<file path="src/rtl/mcd_pkg.sv">
`timescale 1ns/1ps
package mcd_pkg;
   // Index of each event class in the per-kind arrays
   typedef enum logic [1:0] {
      EV_MSI_OFF  = 2'd0,
      EV_MSI_ON   = 2'd1,
      EV_MSIX_OFF = 2'd2,
      EV_MSIX_ON  = 2'd3
   } ev_kind_e;

   localparam int unsigned EV_KINDS = 4;
   localparam int unsigned MAX_FUNC = 256;
   localparam int unsigned MAX_MSI_BITS = 32;
endpackage

</file>
<file path="src/rtl/mcd_edge.sv">
`timescale 1ns/1ps
// Finds any falling or rising bit of a mask against its previous-cycle copy
module mcd_edge #(
   parameter int unsigned W = 8
) (
   input  logic         clk,
   input  logic         rst_n,
   input  logic         en,
   input  logic [W-1:0] din,
   output logic         fall,
   output logic         rise
);
   logic [W-1:0] prev_q;
   logic         primed_q;
   logic         gate;

   always_ff @(posedge clk or negedge rst_n) begin
      if (!rst_n) begin
         prev_q   <= '0;
         primed_q <= 1'b0;
      end else begin
         prev_q   <= din;
         primed_q <= 1'b1;
      end
   end

   assign gate = primed_q & en;

   generate
      if (W == 1) begin : g_bit
         assign fall = gate &  prev_q[0] & ~din[0];
         assign rise = gate & ~prev_q[0] &  din[0];
      end else begin : g_vec
         assign fall = gate & (|(prev_q & ~din));
         assign rise = gate & (|(~prev_q & din));
      end
   endgenerate
endmodule

</file>
<file path="src/rtl/mcd_w1c.sv">
`timescale 1ns/1ps
// Sticky status vector, write-1-to-clear, a new event wins over a clear
module mcd_w1c #(
   parameter int unsigned N = 4
) (
   input  logic         clk,
   input  logic         rst_n,
   input  logic [N-1:0] set,
   input  logic [N-1:0] clr,
   output logic [N-1:0] q
);
   logic [N-1:0] q_q;

   always_ff @(posedge clk or negedge rst_n) begin
      if (!rst_n) q_q <= '0;
      else        q_q <= (q_q & ~clr) | set;
   end

   assign q = q_q;
endmodule

</file>
<file path="src/rtl/mcd_any.sv">
`timescale 1ns/1ps
// Summary flag: OR of a status vector
module mcd_any #(
   parameter int unsigned N = 4
) (
   input  logic [N-1:0] vec,
   output logic         flag
);
   generate
      if (N == 1) begin : g_one
         assign flag = vec[0];
      end else begin : g_many
         assign flag = |vec;
      end
   endgenerate
endmodule

</file>
<file path="src/rtl/mask_chg_det.sv">
`timescale 1ns/1ps
module mask_chg_det
   import mcd_pkg::*;
#(
   parameter int unsigned N_FUNC   = 4,
   parameter int unsigned MSI_BITS = 8
) (
   input  logic                         clk,
   input  logic                         rst_n,
   input  logic                         msi_en,
   input  logic                         msix_en,
   input  logic [N_FUNC*MSI_BITS-1:0]   msi_mask,
   input  logic [N_FUNC-1:0]            msix_mask,
   input  logic [N_FUNC-1:0]            clr_msi_off,
   input  logic [N_FUNC-1:0]            clr_msi_on,
   input  logic [N_FUNC-1:0]            clr_msix_off,
   input  logic [N_FUNC-1:0]            clr_msix_on,
   output logic [N_FUNC-1:0]            sts_msi_off,
   output logic [N_FUNC-1:0]            sts_msi_on,
   output logic [N_FUNC-1:0]            sts_msix_off,
   output logic [N_FUNC-1:0]            sts_msix_on,
   output logic                         any_msi_off,
   output logic                         any_msi_on,
   output logic                         any_msix_off,
   output logic                         any_msix_on
);
   localparam int unsigned MSI_W = N_FUNC * MSI_BITS;

   // Elaboration-time parameter checks
   generate
      if (N_FUNC < 1 || N_FUNC > MAX_FUNC) begin : g_bad_func
         $error("mask_chg_det: N_FUNC out of range");
      end
      if (MSI_BITS < 1 || MSI_BITS > MAX_MSI_BITS) begin : g_bad_bits
         $error("mask_chg_det: MSI_BITS out of range");
      end
      if (MSI_W != $bits(msi_mask)) begin : g_bad_width
         $error("mask_chg_det: message mask width mismatch");
      end
   endgenerate

   logic [N_FUNC-1:0] ev_msi_off, ev_msi_on, ev_msix_off, ev_msix_on;
   logic [N_FUNC-1:0] ev_set [EV_KINDS];
   logic [N_FUNC-1:0] clr_v  [EV_KINDS];
   logic [N_FUNC-1:0] sts_v  [EV_KINDS];
   logic [EV_KINDS-1:0] any_v;

   // Per-function change detection
   generate
      for (genvar f = 0; f < N_FUNC; f++) begin : g_func
         mcd_edge #(.W(MSI_BITS)) u_msi (
            .clk  (clk),
            .rst_n(rst_n),
            .en   (msi_en),
            .din  (msi_mask[f*MSI_BITS +: MSI_BITS]),
            .fall (ev_msi_off[f]),
            .rise (ev_msi_on[f])
         );
         mcd_edge #(.W(1)) u_msix (
            .clk  (clk),
            .rst_n(rst_n),
            .en   (msix_en),
            .din  (msix_mask[f]),
            .fall (ev_msix_off[f]),
            .rise (ev_msix_on[f])
         );
      end
   endgenerate

   assign ev_set[int'(EV_MSI_OFF)]  = ev_msi_off;
   assign ev_set[int'(EV_MSI_ON)]   = ev_msi_on;
   assign ev_set[int'(EV_MSIX_OFF)] = ev_msix_off;
   assign ev_set[int'(EV_MSIX_ON)]  = ev_msix_on;

   assign clr_v[int'(EV_MSI_OFF)]   = clr_msi_off;
   assign clr_v[int'(EV_MSI_ON)]    = clr_msi_on;
   assign clr_v[int'(EV_MSIX_OFF)]  = clr_msix_off;
   assign clr_v[int'(EV_MSIX_ON)]   = clr_msix_on;

   // Sticky status and summary per event kind
   generate
      for (genvar k = 0; k < EV_KINDS; k++) begin : g_kind
         mcd_w1c #(.N(N_FUNC)) u_sts (
            .clk  (clk),
            .rst_n(rst_n),
            .set  (ev_set[k]),
            .clr  (clr_v[k]),
            .q    (sts_v[k])
         );
         mcd_any #(.N(N_FUNC)) u_any (
            .vec  (sts_v[k]),
            .flag (any_v[k])
         );
      end
   endgenerate

   assign sts_msi_off  = sts_v[int'(EV_MSI_OFF)];
   assign sts_msi_on   = sts_v[int'(EV_MSI_ON)];
   assign sts_msix_off = sts_v[int'(EV_MSIX_OFF)];
   assign sts_msix_on  = sts_v[int'(EV_MSIX_ON)];

   assign any_msi_off  = any_v[int'(EV_MSI_OFF)];
   assign any_msi_on   = any_v[int'(EV_MSI_ON)];
   assign any_msix_off = any_v[int'(EV_MSIX_OFF)];
   assign any_msix_on  = any_v[int'(EV_MSIX_ON)];
endmodule

</file>
<file path="config.mk">
export PLATFORM = sky130hd
export DESIGN_NAME = mask_chg_det
export DESIGN_NICKNAME = d
export VERILOG_FILES = /design/src/rtl/mcd_pkg.sv /design/src/rtl/mcd_edge.sv /design/src/rtl/mcd_w1c.sv /design/src/rtl/mcd_any.sv /design/src/rtl/mask_chg_det.sv
export SDC_FILE = /design/constraint.sdc
export NUM_CORES = 1
export LEC_CHECK = 0
export ABC_AREA = 1
export CAP_MARGIN = 20
export CORE_MARGIN = 2
export CORE_UTILIZATION = 49
export DETAILED_ROUTE_END_ITERATION = 10
export PLACE_DENSITY = 0.89
export SLEW_MARGIN = 20
export SYNTH_ARGS = -nofsm -noshare
export SYNTH_HDL_FRONTEND = slang
export SYNTH_SLANG_ARGS = --single-unit
export TNS_END_PERCENT = 10
</file>
<file path="constraint.sdc">
create_clock -name clk -period 2.1 [get_ports clk]
set_input_delay 0.42 -clock clk [delete_from_list [all_inputs] [get_ports clk]]
set_output_delay 0.42 -clock clk [all_outputs]
set_load 0.1 [all_outputs]
</file>
Yosys cells after proc, flatten, opt, wreduce, memory -nomap -nowiden
Cells that the tools add are included.
{"block": "op_classes", "n_bitwise": 62, "reduce_logical": 12}
{"op": "AND 8 bit", "count": 8}
{"op": "NOT 8 bit", "count": 8}
{"op": "OR reduction 8 bit", "count": 8}
{"op": "AND 1 bit", "count": 26}
{"op": "AND 4 bit", "count": 4}
{"op": "NOT 4 bit", "count": 4}
{"op": "bitwise OR 4 bit", "count": 4}
{"op": "OR reduction 4 bit", "count": 4}
{"op": "NOT 1 bit", "count": 8}
{"block": "word_totals", "register_bits": 53, "input_bits": 56, "out_inout_bits": 20, "word_cells": 87}

Depth between registers and ports, before layout
Gate-level depths: netlist (run 1).
{"block": "depth", "ltp_word": 5, "depth_mapped": 7, "mapped_depth_nobuf": 7}

By module
A second synthesis (run 1) with hierarchy kept.
{"block": "hier_totals", "hier_cells": 360, "area_unflattened_um2": 2637.5}
{"mod": "mcd_edge (g_func[0].u_msi ...)", "instances": 4, "cells_per_inst": 57, "area_each_um2": 407.9, "seq_area_each_um2": 225.2}
{"mod": "mcd_w1c", "instances": 4, "cells_per_inst": 20, "area_each_um2": 160.2, "seq_area_each_um2": 100.1}
{"mod": "mcd_edge (g_func[0].u_msix ...)", "instances": 4, "cells_per_inst": 10, "area_each_um2": 80.1, "seq_area_each_um2": 50.0}
{"mod": "mcd_any", "instances": 4, "cells_per_inst": 3, "area_each_um2": 11.3, "seq_area_each_um2": 0.0}

Least setup slack after synthesis (run 1)
No wires, ideal clock.
{"block": "synth_path", "path_kind": "reg2out", "from": "reg g_kind[2].u_sts.q_q[3]", "to": "out any_msix_off", "arrival_ns": 1.882, "t_required_ns": 1.680, "path_slack_ns": -0.202, "path_stages_with_launch": 3, "cell_sequence": "dfrtp_1 inv_1 nand4_1"}
{"block": "synth_between", "elab_chain_cells": 1}
{"element": "start: declaration", "line": "mcd_w1c.sv:12", "source": "logic [N-1:0] q_q;"}
{"element": "start signal: assignment", "line": "mcd_w1c.sv:16", "source": "else q_q <= (q_q & ~clr) | set;"}
{"element": "OR reduction 4 bit", "line": "mcd_any.sv:13", "source": "assign flag = |vec;"}
{"element": "end: declaration", "line": "mask_chg_det.sv:24", "source": "output logic any_msix_off,"}
No other way between the ends.

Final worst setup path (run 1)
{"block": "layout_path", "from": "reg g_kind[2].u_sts.q_q[0]", "to": "out any_msix_off"}
Same word-level chain as after synthesis.

==> metrics.md, run 1 <==
| Metric | Value |
|---|---|
| Setup ws final | roughly 0.49 ns |
| CP required | 1.68 ns |
| Vias after detailed routing | 1978 |
| Maximum buffer depth of the clock tree | 2 |
| Status | finished, final reports clean |
| Crit path time final | 1.61 ns |
| Final Hold Fails | 0 |
| Sequential cell area fraction in the yosys report | 0.567 |
| Yosys cell types | 11 |
| Final GP Congestion | 0.801 |
| Area delta synth->final | 38.6% |
| Post-CTS Setup Bufs | 0 |
| Crit path launch | g_kind[2].u_sts.q[0]$_DFF_PN0_ |
| Startpoint types | register |
| DRC Markers | 0 |
| I/O pin cnt | 76 |
| Max frequency | 623 MHz |
| Post-CTS Hold Fix Bufs | 0 |
| WS Path Type | register to output port |
| Die area | 5340 um^2 |
| Slew Viols, Final | 0 |
| CTS tree | built |
| GR peak layer | met2 |
| Met3 GRT Util | 0.0580 |
| Critical path cell sequence | inv_1, nand4_1, buf_4 |
| Post-synth net total | 365 |
| Clock share of power | 0.262 |
| # rows | 25 |
| Clk sinks | 53 |
| Gr usage total | 0.191 |
| Mean Syn Cell Area | 7.57 um^2 |
| Setup crit end kind | output port |
| Starting Density | 0.502 |
| Design area | 3240 um^2 |
| Post-DP HPWL | about 3700 um |
| RSZ-0062 raised after global routing | no |
| Post-Place Cell Area | around 3100 um^2 |
| Dpl ws | between 0.6 and 0.7 ns |
| ANT nets after route | 0 |
| Post-Route WL | roughly 4700 um |
| Power density of the placed cells | 723 nW/um^2 |
| Synth Instances | 309 |
| Worst Path Arrival | ~1.2 ns |
| Worst slew pin tran | 0.574 ns |
| CTS Buf Count | 5 |
| # nets final | about 450 |
| Int Power | approximately 1.6 mW |
| YS warnings | 0 |
| H-tree levels | 2 |
| Met2 Use GR | 0.338 |
| Clk Latency, worst-skew pair | 0.31 ns |
| Via density | 4.43 |
| Core footprint | 4660 um^2 |
| Period utilization | 0.764 |
| Layout cells sized above 1 | 0.115 |
| Largest net degree at the start of global routing | 31 |
| ANT cells | 0 |
| CP max stage delay | 0.42 ns |
| Relative slew margins | 0.618 |
| First-pass GRT wire length | roughly 8000 um |
| CTS Root Cell | clkbuf_8 |
| Crit Path Max Fanout | 2 |
| Cell Area, Synth | 2340 um^2 |
| GRT overflow | 0 |
| DRT iter0 DRCs | 58 |
| Die Span Y | 73.1 um |
| Combinational power share | 0.261 |
| Clk pin slew, worst setup/hold paths | 0.10 ns |
| M1 GR Usage | 0.218 |
| Vias in the first global route | 1928 |
| Leakage power total | roughly 1.9 nW |
| Switching power | 787 uW |
| WL/cell | about 11 um |
| MaxCap Viol Count | 0 |
| Worst clock skew | 0.00936 ns |
| Worst min-delay path class | primary input to async pin |
| Chip width | 73.1 um |
| Switching share of power | 0.336 |
| Worst vdd ir | 464 uV |
| Endpoints failing setup | 0 |
| Cts repair resizes | 0 |
| Number of port buffers | 75 |
| Drt pass-1 iters | 4 |
| Reg power frac | 0.477 |
| Initial antenna violation count | 0 |
| Reg-to-Reg Start | g_func[3].u_msix.primed_q$_DFF_PN0_ |
| Slowest stage cell, crit path | dfrtp_2 |
| Yosys reg bits | 53 |
worst paths after layout:
kind | endpoint | cells after the start | slack, ns
min reg2reg | g_kind[0].u_sts.q[0]$_DFF_PN0_ | 2 | 0.52
max reg2reg | g_kind[2].u_sts.q[2]$_DFF_PN0_ | 4 | 1.22
max | any_msix_off | 3 | 0.49
max in group asynchronous | g_kind[2].u_sts.q[3]$_DFF_PN0_ | 2 | 1.43
min | g_func[3].u_msi.prev_q[5]$_DFF_PN0_ | 1 | 0.09
min in group clk | g_kind[0].u_sts.q[0]$_DFF_PN0_ | 2 | 0.52
sequential cells by signal, indices dropped and copies added (netlist names):
name / cells
g_func.u_msi.prev_q: 32
g_func.u_msix.prev_q: 4
g_func.u_msix.primed_q: 1
g_kind.u_sts.q: 16
cell usage after synthesis:
master   count  area [um^2]
dfrtp_1     53         1330
conb_1       1         3.75
inv_1       81          304
nand3_1      3         15.0
o21ai_0      5         25.0
nand2_1    133          499
nand4_1      2         12.5
o22ai_2      3         37.5
inv_2        2         7.51
or2_2        4         25.0
nor2_1      22         82.6
power by group through the flow:
| stage | clock network [mW] | registers, mW | logic [mW] |
|---|---|---|---|
| 5_1_grt | 0.676 | 1.13 | 0.659 |
| 2_1_floorplan | 0 | 1.31 | 0.202 |
| 3_3_place_gp | 0 | 1.13 | 0.611 |
| 6_report | 0.614 | 1.12 | 0.613 |
| 3_5_place_dp | 0 | 1.14 | 0.619 |
| 4_1_cts | 0.640 | 1.12 | 0.620 |
critical path, delay by kind of cell, from the launching register on:
family | cells | cell delay (ns)
and+or+nand+nor | 1 | 0.11
buffers and inverters | 2 | 0.34
DFF | 1 | 0.42
cell usage in the layout (no fill, tap or decap), drive strengths merged:
| cell type | netlist | final |
|---|---|---|
| nand2 | 133 | 133 |
| inv | 83 | 84 |
| clkdlybuf4s50 | 0 | 54 |
| dfrtp | 53 | 53 |
| nor2 | 22 | 22 |
| buf | 0 | 22 |
| clkbuf | 0 | 6 |
| o21ai | 5 | 5 |
| or2 | 4 | 4 |
| o22ai | 3 | 3 |
| nand3 | 3 | 3 |
| nand4 | 2 | 2 |
| clkinv | 0 | 1 |
| conb | 1 | 1 |
cells by family (layout without fill, tap and decap cells):
kind of cell | after synthesis | count (layout) | share of synthesized area
AND/OR/NAND/NOR | 164 | 164 | 0.271
other | 1 | 1 | 0.00160
AO/OA/AOI/OAI | 8 | 8 | 0.0268
flip-flops | 53 | 53 | 0.567
buffers and inverters | 83 | 167 | 0.133
per-layer routing:
metal / share of wire / wire length [um]
met5: 0 / 0
met4: 0.014 / 66
met3: 0.070 / 332
met2: 0.49 / 2310
met1: 0.42 / 2000
per-stage QoR:
step	utilization	setup TNS (ns)	hold slack, ns	cells	power [mW]
2_1_floorplan	-	-0.371	0.124	309	1.51
3_3_place_gp	0.674	0	0.445	439	1.74
4_1_cts	0.696	0	0.106	447	2.38
3_5_place_dp	0.674	0	0.453	439	1.76
6_report	0.696	0	0.0932	447	2.34
5_1_grt	0.696	0	0.117	447	2.46
area by class of cell:
cell class | instances | area [um^2]
fillers | 406 | 1420
flip-flops and latches | 53 | 1330
repair buffers | 76 | 728
multi-input cells | 173 | 701
inverters | 83 | 312
clock buffers | 6 | 82.6
well taps | 54 | 67.6
clock inverters | 2 | 17.5
Power figures use the tool's default switching activity.
==> run 2, diff against run 1 <==
--- a/config.mk
+++ b/config.mk
@@ -8,9 +8,9 @@
 export ABC_AREA = 1
 export CAP_MARGIN = 20
 export CORE_MARGIN = 2
-export CORE_UTILIZATION = 49
+export CORE_UTILIZATION = 41
 export DETAILED_ROUTE_END_ITERATION = 10
-export PLACE_DENSITY = 0.89
+export PLACE_DENSITY = 0.8
 export SLEW_MARGIN = 20
 export SYNTH_ARGS = -nofsm -noshare
 export SYNTH_HDL_FRONTEND = slang
==> constraint.sdc (replaced) <==
create_clock -name clk -period 1.4 [get_ports clk]
set_input_delay 0.28 -clock clk [delete_from_list [all_inputs] [get_ports clk]]
set_output_delay 0.28 -clock clk [all_outputs]
set_load 0.1 [all_outputs]
==> run 2 against run 1 <==
The flow now finishes with violations (setup timing). Design area rose by 12%. Register-to-register slack got worse by 0.71 ns. Clock-buffer cell count is the same. Global-route usage is 0.85 points lower. Final cell count is 6.5% higher. Total power rose by 56%. Sequential cell count unchanged. First-iteration DRC count decreased by 8.6%. Hold slack improved by 0.30 ns. Non-clock buffer count up 11. Critical path type unchanged. Largest power group unchanged. Highest routed layer unchanged.
==> metrics.md, run 2 (synthesized netlist as in run 1, its figures left out) <==
| Metric | Value |
|---|---|
| ANT cells | 0 (unchanged) |
| Family with the most delay on the worst path | flip-flops |
| Drt pass-1 iters | 4 (unchanged) |
| Setup ws final | -0.111 ns (-0.606 ns) |
| Number of port buffers | 75 (unchanged) |
| Leakage power total | 1.98 nW (+6.3%) |
| Status | finished with violations |
| Starting Density | 0.425 (-0.0771) |
| CP Buf/Inv Count | 2 (unchanged) |
| Setup crit end kind | output port |
| # rows | 27 (+8.0%) |
| Violations in the final reports | setup timing |
| RSZ-0062 raised after global routing | yes |
| ANT nets after route | 0 (unchanged) |
| Clk sinks | 53 (unchanged) |
| DRC Markers | 0 (unchanged) |
| WS Path Type | register to output port |
| # nets final | 459 (+2.5%) |
| Chip width | 79.5 um (+8.8%) |
| Layout cells sized above 1 | 0.171 (+0.0563) |
| Startpoint types | register |
| Post-DP HPWL | 4090 um (+9.6%) |
| Area delta synth->final | 54.6% |
| Most frequent cells in the layout | nand2_1, inv_1, clkdlybuf4s50_1, dfrtp_1, buf_12 |
| CTS tree | built |
| Clk Latency, worst-skew pair | 0.30 ns (about the same) |
| Vias in the first global route | 2016 (+4.6%) |
| Final GP Congestion | 0.796 (-0.66%) |
| First-pass GRT wire length | 8820 um (+12%) |
| Die area | 6320 um^2 (+18%) |
| Period utilization | 1.08 |
| Via density | 4.23 (-4.4%) |
| Gr usage total | 0.182 (-0.00850) |
| Worst vdd ir | 675 uV (+46%) |
| CTS Buf Count | 5 (unchanged) |
| H-tree levels | 2 (unchanged) |
| Overall power | 3.65 mW (+56%) |
| Worst clock skew | 0.00408 ns (-0.00528 ns) |
| CP max stage delay | 0.49 ns (+0.07 ns) |
| Critical path cell sequence | inv_2, nand4_1, buf_12 |
| WHS | 0.394 ns (+0.301 ns) |
| Largest net degree at the start of global routing | 22 (-29%) |
| Endpoints failing setup | 4 (+4) |
| Vias after detailed routing | 2014 (+1.8%) |
| MaxCap Viol Count | 0 (unchanged) |
| Most common cell after layout, fill and taps aside | nand2_1 |
| CP required | 1.12 ns (-0.56 ns) |
| Slowest stage cell, crit path | dfrtp_4 |
| Max FFs per register | 32 (unchanged) |
| Crit Path Max Fanout | 2 (unchanged) |
| I/O pin cnt | 76 (unchanged) |
| CTS Root Cell | clkbuf_8 |
| Post-Place Cell Area | 3450 um^2 (+9.7%) |
| Crit path time final | around 1.5 ns |
| WL/cell | 11.1 um (+5.4%) |
| Core footprint | 5510 um^2 (+18%) |
| GRT overflow | 0 (unchanged) |
| Maximum buffer depth of the clock tree | 2 (unchanged) |
| Worst min-delay path class | primary input to async pin |
| Max frequency | 662 MHz |
| Worst Path Arrival | 1.23 ns (+0.04 ns) |
| Slew Viols, Final | 0 (unchanged) |
| Power density of the placed cells | 1010 nW/um^2 (+40%) |
| Die Span Y | 79.5 um (+8.8%) |
| Initial antenna violation count | 0 (unchanged) |
| Post-Route WL | 5290 um (+12%) |
| Final Hold Fails | 0 (unchanged) |
| Biggest register | g_func.u_msi.prev_q |
| Design area | 3620 um^2 (+12%) |
| Clk pin slew, worst setup/hold paths | 0.09 ns (about the same) |
| DRT iter0 DRCs | 53 (-8.6%) |
-- run 2: changes by cell type in the layout (fill, tap and decap cells not counted), sizes merged --
cell	previous run	this run
inv	84	83
clkinv	1	2
buf	22	32
dlygate4sd3	0	1
-- run 2: path summary, 6_finish.rpt --
kind	slack (ns)	endpoint	start	cells after the start
min	0.39	g_kind[3].u_sts.q[2]$_DFF_PN0_	rst_n	2
max in group asynchronous	0.47	g_kind[0].u_sts.q[2]$_DFF_PN0_	rst_n	3
min reg2reg	0.54	g_kind[2].u_sts.q[3]$_DFF_PN0_	g_func[3].u_msix.prev_q$_DFF_PN0_	2
min in group clk	0.46	g_func[2].u_msix.prev_q$_DFF_PN0_	msix_mask[2]	1
max reg2reg	0.51	g_kind[2].u_sts.q[2]$_DFF_PN0_	g_func[3].u_msix.primed_q$_DFF_PN0_	4
max	-0.11	any_msix_on	g_kind[3].u_sts.q[1]$_DFF_PN0_	3
-- run 2: where the power goes --
part	switching (mW)	internal [mW]	leakage [nW]
Combinational	0.647	0.457	1.32
Sequential	0.0719	1.63	0.621
Clock	0.496	0.348	0.0450
-- run 2: timing repair --
| item | 4_1_cts | 5_1_grt |
|---|---|---|
| setup buffers | 8 | 0 |
| cloned | 0 | 0 |
| gates resized for setup | 4 | 3 |
| endpoints found under the setup margin | 4 | 7 |
| hold buffers | 1 | 0 |
| pin swaps | 2 | 0 |
| hold endpoints to repair | 10 | 0 |
-- run 2: routing by layer --
metal | wire [um] | global-route usage | up-vias
li1 | - | - | 1060
met1 | 2210 | 0.213 | 900
met2 | 2780 | 0.324 | 44
met3 | 148 | 0.0294 | 10
met4 | 146 | 0.0862 | 0
met5 | 0 | 0 | -
-- run 2: area by class of cell --
cell class / instances / area [um^2]
clock buffers: 6 / 72.6
clock inverters: 2 / 10.0
fillers: 453 / 1890
inverters: 83 / 312
multi-input cells: 173 / 721
flip-flops and latches: 53 / 1360
well taps: 72 / 90.1
repair buffers: 87 / 1050
-- run 2: metrics by stage --
stage | utilization | setup TNS, ns | setup WS (ns) | std cells
detailed placement | 0.626 | 0 | 0.0877 | 459
global route | 0.657 | -0.472 | -0.141 | 476
finish | 0.657 | -0.247 | -0.111 | 476
floorplan | - | -1.95 | -0.493 | 309
CTS | 0.655 | -0.324 | -0.110 | 476
global placement | 0.626 | 0 | 0.112 | 459
